[src/rtl/stby_seq_pkg.sv]
package stby_seq_pkg;

    typedef enum logic [2:0] {
        S_RUN   = 3'd0,
        S_QUIET = 3'd1,
        S_ARMED = 3'd2,
        S_PULSE = 3'd3,
        S_WAKE  = 3'd4
    } seq_state_t;

    function automatic int max2(input int a, input int b);
        return (a > b) ? a : b;
    endfunction

endpackage

[src/rtl/stby_run_timer.sv]
// Measures how long the standby pattern (or its absence) has lasted, in ticks.
module stby_run_timer #(
    parameter int CW = 4
) (
    input  logic          clk,
    input  logic          rst_n,
    input  logic          tick,
    input  logic          pat,
    output logic [CW-1:0] len_now,
    output logic [CW-1:0] prev_len
);
    localparam logic [CW-1:0] SAT = '1;

    logic          pat_q;
    logic [CW-1:0] cnt_q;
    logic          changed;

    assign changed  = pat ^ pat_q;
    assign prev_len = cnt_q;

    // Length of the current run, including this edge's tick.
    always_comb begin
        if (changed)
            len_now = CW'(tick);
        else if (cnt_q == SAT)
            len_now = SAT;
        else
            len_now = cnt_q + CW'(tick);
    end

    always_ff @(posedge clk or negedge rst_n) begin
        if (!rst_n) begin
            pat_q <= 1'b0;
            cnt_q <= '0;
        end else begin
            pat_q <= pat;
            cnt_q <= len_now;
        end
    end
endmodule

[src/rtl/stby_wake_delay.sv]
// Counts the fixed wake-up delay, regardless of the command inputs.
module stby_wake_delay #(
    parameter int DLY_CYC = 8
) (
    input  logic clk,
    input  logic rst_n,
    input  logic tick,
    input  logic run,
    output logic done
);
    localparam int            DW   = (DLY_CYC > 1) ? $clog2(DLY_CYC) : 1;
    localparam logic [DW-1:0] LAST = DW'(DLY_CYC - 1);

    logic [DW-1:0] cnt_q;

    assign done = run && tick && (cnt_q == LAST);

    always_ff @(posedge clk or negedge rst_n) begin
        if (!rst_n)
            cnt_q <= '0;
        else if (!run)
            cnt_q <= '0;
        else if (tick && cnt_q != LAST)
            cnt_q <= cnt_q + 1'b1;
    end
endmodule

[src/rtl/stby_seq_fsm.sv]
module stby_seq_fsm
    import stby_seq_pkg::*;
#(
    parameter int STBY_CYC = 12,
    parameter int WAKE_CYC = 4,
    parameter int FILT_CYC = 3,
    parameter int CW       = 5
) (
    input  logic          clk,
    input  logic          rst_n,
    input  logic          tick,
    input  logic          pat,
    input  logic [CW-1:0] len_now,
    input  logic [CW-1:0] prev_len,
    input  logic          dly_done,
    output logic          dly_run,
    output logic          standby_o,
    output logic          active_o
);
    localparam logic [CW-1:0] STBY_L = CW'(STBY_CYC);
    localparam logic [CW-1:0] WAKE_L = CW'(WAKE_CYC);
    localparam logic [CW-1:0] FILT_L = CW'(FILT_CYC);

    seq_state_t st_q, st_nxt;

    assign dly_run = (st_q == S_WAKE);

    always_comb begin
        st_nxt = st_q;
        unique case (st_q)
            S_RUN: begin
                // sleep entry
                if (pat && len_now > STBY_L)
                    st_nxt = S_QUIET;
            end
            S_QUIET: begin
                // quiet met
                if (!pat && len_now > FILT_L)
                    st_nxt = S_ARMED;
            end
            S_ARMED: begin
                // pulse start
                if (pat)
                    st_nxt = S_PULSE;
            end
            S_PULSE: begin
                if (pat) begin
                    // pulse rejected: held too long
                    if (len_now > STBY_L)
                        st_nxt = S_QUIET;
                end else if (prev_len > WAKE_L && prev_len < STBY_L) begin
                    // pulse accepted
                    st_nxt = S_WAKE;
                end else begin
                    // pulse rejected: too short or too long
                    st_nxt = S_QUIET;
                end
            end
            S_WAKE: begin
                // wake done
                if (dly_done)
                    st_nxt = S_RUN;
            end
            default: st_nxt = S_RUN;
        endcase
    end

    // State register
    always_ff @(posedge clk or negedge rst_n) begin
        if (!rst_n)
            st_q <= S_RUN;
        else
            st_q <= st_nxt;
    end

    // Output register, aligned with the state register
    always_ff @(posedge clk or negedge rst_n) begin
        if (!rst_n) begin
            standby_o <= 1'b0;
            active_o  <= 1'b1;
        end else begin
            standby_o <= (st_nxt != S_RUN);
            active_o  <= (st_nxt == S_RUN);
        end
    end

    // The time base is used by the sub-timers; it is kept here for the interface.
    logic unused_tick;
    assign unused_tick = tick;
endmodule

[src/rtl/stby_pattern_seq.sv]
module stby_pattern_seq
    import stby_seq_pkg::*;
#(
    parameter int STBY_CYC = 28000,
    parameter int WAKE_CYC = 2000,
    parameter int FILT_CYC = 28,
    parameter int DLY_CYC  = 14000
) (
    input  logic clk,
    input  logic rst_n,
    input  logic tick,
    input  logic ctl_pos,
    input  logic ctl_neg,
    output logic standby_o,
    output logic active_o
);
    localparam int LIM = max2(STBY_CYC, FILT_CYC) + 1;
    localparam int CW  = $clog2(LIM + 1);

    logic          pat;
    logic [CW-1:0] len_now;
    logic [CW-1:0] prev_len;
    logic          dly_run;
    logic          dly_done;

    assign pat = ctl_pos & ctl_neg;

    stby_run_timer #(.CW(CW)) u_run (
        .clk      (clk),
        .rst_n    (rst_n),
        .tick     (tick),
        .pat      (pat),
        .len_now  (len_now),
        .prev_len (prev_len)
    );

    stby_wake_delay #(.DLY_CYC(DLY_CYC)) u_dly (
        .clk   (clk),
        .rst_n (rst_n),
        .tick  (tick),
        .run   (dly_run),
        .done  (dly_done)
    );

    stby_seq_fsm #(
        .STBY_CYC (STBY_CYC),
        .WAKE_CYC (WAKE_CYC),
        .FILT_CYC (FILT_CYC),
        .CW       (CW)
    ) u_fsm (
        .clk       (clk),
        .rst_n     (rst_n),
        .tick      (tick),
        .pat       (pat),
        .len_now   (len_now),
        .prev_len  (prev_len),
        .dly_done  (dly_done),
        .dly_run   (dly_run),
        .standby_o (standby_o),
        .active_o  (active_o)
    );
endmodule

[config.mk]
export PLATFORM = sky130hd
export DESIGN_NAME = stby_pattern_seq
export DESIGN_NICKNAME = d
export VERILOG_FILES = /design/src/rtl/stby_seq_pkg.sv /design/src/rtl/stby_run_timer.sv /design/src/rtl/stby_wake_delay.sv /design/src/rtl/stby_seq_fsm.sv /design/src/rtl/stby_pattern_seq.sv
export SDC_FILE = /design/constraint.sdc
export NUM_CORES = 1
export LEC_CHECK = 0
export BUFFER_PORTS_ARGS = -buffer_cell sky130_fd_sc_hd__buf_2
export CAP_MARGIN = 20
export CORE_ASPECT_RATIO = 0.5
export CORE_MARGIN = 2
export CORE_UTILIZATION = 40
export CTS_CLUSTER_DIAMETER = 200
export DETAILED_ROUTE_END_ITERATION = 7
export SYNTH_ARGS = -nofsm -noshare
export SYNTH_HDL_FRONTEND = slang
export SYNTH_SLANG_ARGS = --single-unit
[constraint.sdc]
create_clock -name clk -period 2.6 [get_ports clk]
set_input_delay 0.78 -clock clk [delete_from_list [all_inputs] [get_ports clk]]
set_output_delay 0.78 -clock clk [all_outputs]
set_load 0.1 [all_outputs]
==> impl_results.rst, run 1 <==
.. list-table::
   :header-rows: 1

   * - Metric
     - Value
   * - Share of cell area taken by muxes after synthesis
     - roughly 2.9%
   * - Net switching power
     - about 0.0004 W
   * - Kind of launch point of the worst setup path
     - input port
   * - Chip Height
     - around 57 µm
   * - Part of the power in the clock network
     - approximately a third
   * - Layout overhead on the synthesized area
     - 19.9%
   * - Final min period
     - around 2.5 ns
   * - Start point of the worst min-delay path
     - u_dly.cnt_q[13]
   * - Simple-gate share of the synthesized area
     - a little under a third
   * - Detailed placer's ending HPWL
     - ~3900 µm
   * - Overall die width
     - approximately 110 µm
   * - Post-synthesis cell area
     - roughly 0.0022 mm²
   * - Total internal power
     - between 0.0008 and 0.0009 W
   * - Synthesized-area fraction occupied by ao, oa, aoi and oai cells
     - 14.0%
   * - Reg-to-reg setup timing slack
     - between 0.1 and 0.15 ns
   * - Unrepaired setup endpoints after global routing
     - yes
   * - I/O pins
     - 7
   * - Count of final setup violators
     - 0
   * - Count of final hold-check violations
     - 0
   * - Via count normalized by instance count
     - approximately 5.7
   * - Clock skew
     - about 0.0090 ns
   * - Site Rows
     - 19
   * - CTS tree
     - done
   * - Total number of vias
     - about 2000
   * - Overall Global Routing Usage
     - between 10% and 20%
   * - Antenna violations before repair
     - 0
   * - Combinational fraction of design power
     - 18.0%
   * - CTS buffer count
     - 5
   * - Xor and xnor area share after synthesis
     - between 5 and 6%
   * - Combinational family with the most area after synthesis
     - simple AND/OR/NAND/NOR gates
   * - Total congestion overflow
     - 0
   * - Routed WL
     - between 5000 and 6000 µm
   * - Sequential power share
     - between 50% and 60%
   * - Main flop type after synthesis
     - sky130_fd_sc_hd__dfrtp_1
   * - Skew-Pair Late Insertion Delay
     - 0.29 ns
   * - Routability congestion estimate
     - ~1
   * - Overall power after layout
     - roughly 0.0013 W
   * - Total power per unit cell area
     - approximately 470 mW/mm²
   * - Sink of the worst hold path
     - u_dly.cnt_q[13]
   * - Count of buffers from port buffering
     - 6
   * - Share of total power consumed by net switching
     - 31.3%
   * - GRT met3 Usage
     - 3.95%
   * - Hold crit path type
     - flop to flop
   * - Total leakage power
     - 1.14 nW
   * - Slew at the pin closest to its max-slew limit
     - ~0.78 ns
   * - Fraction of registers with async set or reset after synthesis
     - 100%
   * - Critical path capture point type
     - flop
   * - Number of distinct standard cells referenced by the synthesized netlist
     - 52
   * - Clk slew on worst S/H paths
     - about 0.070 ns
   * - Worst supply voltage drop on vdd
     - ~0.00019 V
   * - Synth Net Count
     - approximately 260
   * - Relative max-transition margin
     - 48.1%
   * - Max FO, Critical Path
     - 9
   * - Clock buffer depth
     - 2
   * - Beginning of the worst register-to-register path
     - u_run.prev_len[6]
   * - Detailed Route Iter0 Violations
     - 146
   * - Effective utilization at floorplan
     - between 40 and 50%
   * - Top achievable clock speed
     - between 300 and 400 MHz
   * - Met2 Track Usage GR
     - 28.9%
   * - Post-Syn Area per Cell
     - ~8.8 µm²
   * - R2r worst-path depth
     - 8
   * - Total Die Area
     - between 0.006 and 0.007 mm²
   * - Number of levels the H-tree was split into
     - 2
   * - Number of iterations in the first detailed-routing pass
     - 4
   * - WL/cell
     - approximately 15 µm
   * - Layout cell share with drive strength beyond 1
     - about a quarter
   * - Final core occ
     - just under 50%
   * - Final Net Count
     - about 290
   * - Number of synthesized register bits
     - 35
   * - Clock Sink Count
     - 35
   * - Final antenna diode count
     - 0
   * - Number of enable-type register cells in the synthesized netlist
     - 0
   * - Post-DRT Antenna Nets
     - 0
   * - WS Path Type
     - input port to flop
   * - Outcome
     - completed
   * - Global-route wire length before repair
     - approximately 9000 µm
   * - Launch point of the worst path
     - tick
   * - Seq/Total Area, Yosys
     - 39.4%
   * - Largest net degree at the start of global routing
     - 36
   * - Number of global-route vias before repair
     - around 1900
   * - Number of buffers inserted to repair setup after CTS
     - 0
   * - Top Usage Layer GRT
     - met2
   * - Final-report max-slew violation count
     - 0
   * - # Max-Cap Violations
     - 0
   * - Hold path depth
     - 2
   * - DRC Markers
     - 0
   * - GR Util met1
     - approximately 26%
   * - Number of instances in the synthesized netlist
     - 254
   * - Signal arrival time at the worst endpoint
     - 2.67 ns
   * - Share of the cycle needed by the critical path after routing
     - 96.8%
   * - Area share of fa/ha/maj cells after synthesis
     - under 10%
   * - CTS root buf
     - sky130_fd_sc_hd__clkbuf_8
   * - Worst flop-to-flop path endpoint
     - u_fsm.standby_o
   * - CP required
     - 2.75 ns
   * - Count of warnings emitted by yosys
     - 0
   * - Standard cell core area
     - approximately 0.0054 mm²
sequential cells by signal, summed over array words and instances (netlist names):
signal,cells
u_fsm.standby_o,1
u_fsm.st_q,3
u_fsm.active_o,1
u_run.pat_q,1
u_run.prev_len,15
u_dly.cnt_q,14
layout by cell type, fill, tap and decap left out, types with 4 or more instances in the layout:
cell                        n
sky130_fd_sc_hd__clkbuf_8   5
sky130_fd_sc_hd__nand2_1   19
sky130_fd_sc_hd__a21oi_1   12
sky130_fd_sc_hd__nand4_1    9
sky130_fd_sc_hd__or3_1      4
sky130_fd_sc_hd__nor4_1     5
sky130_fd_sc_hd__nor3_1     4
sky130_fd_sc_hd__dfrtp_1   33
sky130_fd_sc_hd__xor2_1     7
sky130_fd_sc_hd__o21ai_0   13
sky130_fd_sc_hd__inv_1      8
sky130_fd_sc_hd__nand3_1   18
sky130_fd_sc_hd__buf_4     30
sky130_fd_sc_hd__nor2_1    32
sky130_fd_sc_hd__mux2i_1    4
sky130_fd_sc_hd__and3_1     5
sky130_fd_sc_hd__xnor2_1    6
sky130_fd_sc_hd__buf_2      5
sky130_fd_sc_hd__nor3_2     4
what timing repair did:
action	4_1_cts	5_1_grt
hold buffers	0	0
pin swaps	0	3
setup endpoints to repair	2	3
cloned	0	0
resized for setup	2	11
metrics by stage:
stage	cell area [µm²]	TNS (ns)	hold WS (ns)	setup WS (ns)	instances
final	2670	0	0.553	0.0838	356
after detailed placement	2520	-1.32	0.536	-0.391	348
after global placement	2520	-1.04	0.528	-0.308	348
after global routing	2670	-0.0539	0.599	-0.0517	356
after floorplan	2260	0	0.484	0.0492	254
after CTS	2620	0	0.552	0.0292	356
Yosys cell counts, types with 3 or more instances:
library cell	n	area [µm²]
sky130_fd_sc_hd__dfrtp_1	34	851
sky130_fd_sc_hd__nor2_1	32	120
sky130_fd_sc_hd__nand2_1	19	71.3
sky130_fd_sc_hd__nand3_1	18	90.1
sky130_fd_sc_hd__o21ai_0	13	65.1
sky130_fd_sc_hd__a21oi_1	12	60.1
sky130_fd_sc_hd__inv_1	9	33.8
sky130_fd_sc_hd__nand4_1	9	56.3
sky130_fd_sc_hd__xor2_1	8	70.1
sky130_fd_sc_hd__clkbuf_1	6	22.5
sky130_fd_sc_hd__nor3_1	6	30.0
sky130_fd_sc_hd__nor4_1	6	37.5
sky130_fd_sc_hd__xnor2_1	6	52.6
sky130_fd_sc_hd__and3_1	5	31.3
sky130_fd_sc_hd__mux2i_1	5	50.1
sky130_fd_sc_hd__buf_2	4	20.0
sky130_fd_sc_hd__ha_1	4	50.1
sky130_fd_sc_hd__or3_1	4	25.0
sky130_fd_sc_hd__a21o_1	3	22.5
sky130_fd_sc_hd__a31oi_1	3	18.8
sky130_fd_sc_hd__buf_4	3	22.5
sky130_fd_sc_hd__nand2b_1	3	18.8
sky130_fd_sc_hd__o211ai_1	3	22.5
worst max-delay path, cell delays in order:
cell and delay [ns]:
sky130_fd_sc_hd__buf_4 0.10, sky130_fd_sc_hd__ha_4 0.18, sky130_fd_sc_hd__ha_4 0.20, sky130_fd_sc_hd__nand4_1 0.17, sky130_fd_sc_hd__xor2_2 0.29, sky130_fd_sc_hd__o211ai_1 0.22, sky130_fd_sc_hd__nor4_4 0.29, sky130_fd_sc_hd__nor3_2 0.08
sky130_fd_sc_hd__a211oi_2 0.21, sky130_fd_sc_hd__nand3_1 0.14
per-layer routing:
| layer | vias up | share of wire [%] |
|---|---|---|
| met5 | - | 0 |
| met4 | 0 | 1.3 |
| met3 | 9 | 3.8 |
| met2 | 50 | 46 |
| met1 | 972 | 49 |
| li1 | 981 | - |
how the worst max path moves through the flow:
stage | depth (start not counted) | slack (ns) | to
floorplan | 11 | 0.05 | u_fsm.active_o
global placement | 10 | -0.31 | u_fsm.active_o
detailed placement | 10 | -0.39 | u_fsm.standby_o
CTS | 11 | 0.03 | u_fsm.standby_o
global route | 10 | -0.05 | u_fsm.standby_o
finish | 10 | 0.08 | u_fsm.standby_o
kinds of logic after synthesis:
kind of cell | after synthesis
flops | 35
simple gates | 123
xor+xnor | 14
fa+ha+maj | 4
mux | 6
compound gates | 49
buf+inv | 23
area by class of cell:
cell class,instances,area (µm²)
repair buffers,35,250
multi-input cells,196,1330
fillers,524,2750
clock buffers,6,72.6
flip-flops and latches,35,878
well taps,73,91.3
inverters,9,33.8
clock inverters,2,12.5
power by group through the flow:
stage	combinational (W)	clock (W)	sequential, W
after floorplan	0.000153	0	0.000630
after global placement	0.000214	0	0.000640
after detailed placement	0.000222	0	0.000641
after CTS	0.000224	0.000410	0.000631
after global routing	0.000256	0.000436	0.000642
final	0.000228	0.000400	0.000636
Power figures use the tool's default switching activity.
==> run 2: changes to the inputs <==
Settings changed: REMOVE_ABC_BUFFERS from default to 1.
==> run 2 against run 1 <==
  * Critical path depth increased by 1
  * Global-route usage increased by 0.64 points
  * Sequential share of layout area decreased by 0.99 points
  * Routed wire length increased by 8.4%
  * Hold slack improved by 0.0085 ns
  * Cell count increased by 2.5%
  * Critical path type unchanged
  * Combinational power increased by 11%
  * Maximum frequency decreased by 0.20%
  * Sequential power decreased by 1%
  * Setup slack got worse by 0.0051 ns
==> impl_results.rst, run 2 (synthesis results as in run 1) <==
.. list-table::
   :header-rows: 1

   * - Metric
     - Value
   * - Kind of launch point of the worst setup path
     - input port (unchanged)
   * - Effective utilization at floorplan
     - 41.1% (unchanged)
   * - Site Rows
     - 19 (unchanged)
   * - Largest net degree at the start of global routing
     - 36 (unchanged)
   * - Cells along the critical path
     - buf_6, ha_4, ha_4, buf_6, nand4_1, xor2_2, o211ai_1, nor4_2, nor3_2, a211oi_2, and3_1 (was buf_4, ha_4, ha_4, nand4_1, xor2_2, o211ai_1, nor4_4, nor3_2, a211oi_2, nand3_1)
   * - Number of levels the H-tree was split into
     - 2 (unchanged)
   * - Number of global-route vias before repair
     - 2024 (was 1906)
   * - Most used cells in the layout excluding fill and tap cells
     - sky130_fd_sc_hd__buf_4, sky130_fd_sc_hd__dfrtp_1, sky130_fd_sc_hd__nor2_1, sky130_fd_sc_hd__nand2_1, sky130_fd_sc_hd__nand3_1 (was sky130_fd_sc_hd__dfrtp_1, sky130_fd_sc_hd__nor2_1, sky130_fd_sc_hd__buf_4, sky130_fd_sc_hd__nand2_1, sky130_fd_sc_hd__nand3_1)
   * - Flip-flop count of the largest register, all copies and words added
     - 15 (unchanged)
   * - Final-report max-slew violation count
     - 0 (unchanged)
   * - Total congestion overflow
     - 0 (unchanged)
   * - WL/cell
     - 15.4 µm (was 14.6 µm)
   * - Global-route wire length before repair
     - 9350 µm (was 8980 µm)
   * - Antenna violations before repair
     - 0 (unchanged)
   * - Top achievable clock speed
     - 397 MHz (about the same)
   * - Routed WL
     - 5630 µm (was 5190 µm)
   * - Count of final hold-check violations
     - 0 (unchanged)
   * - Relative max-transition margin
     - 45.6% (was 48.1%)
   * - Slew at the pin closest to its max-slew limit
     - 0.817 ns (was 0.779 ns)
   * - Max FO, Critical Path
     - 8 (was 9)
   * - Worst supply voltage drop on vdd
     - 0.000213 V (was 0.000189 V)
   * - Detailed placer's ending HPWL
     - 3990 µm (was 3860 µm)
   * - Hold crit path type
     - input port to async pin (was flop to flop)
   * - Clock buffer depth
     - 2 (unchanged)
   * - Worst hold slack
     - 0.561 ns (was 0.553 ns)
   * - Clock skew
     - 0.0138 ns (was 0.00900 ns)
   * - Max incr delay on CP
     - 0.40 ns (was 0.29 ns)
   * - Final antenna diode count
     - 0 (unchanged)
   * - Layout overhead on the synthesized area
     - 23.6% (was 19.9%)
   * - Overall power after layout
     - 0.00140 W (was 0.00126 W)
   * - Overall die width
     - 110 µm (unchanged)
   * - Most common cell after layout, fill and taps aside
     - sky130_fd_sc_hd__buf_4 (was sky130_fd_sc_hd__dfrtp_1)
   * - Total leakage power
     - 1.21 nW (was 1.14 nW)
   * - Share of the cycle needed by the critical path after routing
     - 97.0% (was 96.8%)
   * - Standard cell core area
     - 0.00542 mm² (unchanged)
   * - Final min period
     - 2.52 ns (about the same)
   * - Clk slew on worst S/H paths
     - 0.09 ns (was 0.07 ns)
   * - Routability congestion estimate
     - 0.873 (was 1.00)
   * - Signal arrival time at the worst endpoint
     - 2.76 ns (was 2.67 ns)
   * - Count of final setup violators
     - 0 (unchanged)
   * - # Max-Cap Violations
     - 0 (unchanged)
   * - Critical path capture point type
     - flop (unchanged)
   * - Final Net Count
     - 300 (was 291)
   * - Count of buffers from port buffering
     - 6 (unchanged)
   * - CTS tree
     - done (unchanged)
   * - Launch point of the worst path
     - tick (unchanged)
   * - Number of iterations in the first detailed-routing pass
     - 4 (unchanged)
   * - Via count normalized by instance count
     - 5.61 (was 5.65)
   * - Beginning of the worst register-to-register path
     - u_run.prev_len[2] (was u_run.prev_len[6])
   * - Total number of vias
     - 2046 (was 2012)
   * - CP required
     - 2.84 ns (was 2.75 ns)
   * - Post-DRT Antenna Nets
     - 0 (unchanged)
   * - Final core occ
     - 50.8% (was 49.3%)
   * - Skew-Pair Late Insertion Delay
     - 0.30 ns (was 0.29 ns)
   * - Total power per unit cell area
     - 507 mW/mm² (was 473 mW/mm²)
   * - Total Die Area
     - 0.00622 mm² (unchanged)
   * - Layout cell share with drive strength beyond 1
     - 25.3% (was 23.3%)
   * - Overall Global Routing Usage
     - 19.2% (was 18.6%)
   * - Crit-path slowest cell
     - sky130_fd_sc_hd__nor4_2 (was sky130_fd_sc_hd__xor2_2)
   * - CTS buffer count
     - 5 (unchanged)
   * - Detailed Route Iter0 Violations
     - 117 (was 146)
   * - Clock Sink Count
     - 35 (unchanged)
   * - DRC Markers
     - 0 (unchanged)
   * - WS Path Type
     - input port to flop (unchanged)
   * - Chip Height
     - 56.8 µm (unchanged)
   * - I/O pins
     - 7 (unchanged)
   * - CTS root buf
     - sky130_fd_sc_hd__clkbuf_8 (unchanged)
   * - Outcome
     - completed (unchanged)
run 2: changes by cell type in the layout (fill, tap and decap cells not counted), sizes merged:
cell / before / now
buf: 35 / 44
bufinv: 0 / 1
clkbuf: 6 / 5
clkinv: 1 / 2
clkinvlp: 1 / 0
run 2: what timing repair did:
action,in CTS,in global routing
pin swaps,3,10
hold buffers,0,0
endpoints found under the setup margin,3,4
resized for setup,6,12
setup buffers,0,3
run 2: final cells by class:
cell class	count	area (µm²)
tap	73	91.3
sequential	35	878
inverter	9	33.8
fill	525	2670
clock buffer	5	68.8
timing repair buffer	44	325
clock inverter	3	43.8
multi-input combinational	196	1310
run 2: power breakdown:
group / internal (W) / leakage, nW / switching, W
clock: 0.000286 / 0.0581 / 0.000229
combinational: 0.000116 / 0.685 / 0.000137
sequential: 0.000579 / 0.469 / 0.0000492
run 2: worst paths after layout:
check | end | slack (ns) | cells after the start
worst max-delay path | u_fsm.active_o | 0.08 | 11
max in group asynchronous | u_run.prev_len[4] | 1.49 | 1
min in group clk | u_fsm.st_q[0] | 0.57 | 2
worst max register to register | u_fsm.active_o | 0.11 | 9
worst min-delay path | u_run.prev_len[5] | 0.56 | 1
worst min register to register | u_fsm.st_q[0] | 0.57 | 2
run 2: worst max-delay path, delay by kind of cell:
family / cells / cell delay (ns)
adders and majority gates: 2 / 0.30
xor gates and xnor gates: 1 / 0.25
AOI/OAI and AO/OA: 2 / 0.38
and+or+nand+nor: 4 / 0.84
buffers and inverters: 2 / 0.20
run 2: metal layers:
metal | wire length, µm | GRT usage (%)
met1 | 2610 | 24.9
met2 | 2730 | 31.9
met3 | 251 | 4.76
met4 | 42 | 5.24
met5 | 0 | 0
run 2: per-stage QoR:
step	cell area [µm²]	setup WS [ns]	instances	TNS (ns)
3_5_place_dp	2530	-0.450	354	-1.56
4_1_cts	2670	0.0199	362	0
3_3_place_gp	2530	-0.385	354	-1.34
2_1_floorplan	2150	-0.259	240	-0.842
6_report	2750	0.0787	365	0
5_1_grt	2750	-0.0134	365	-0.0186
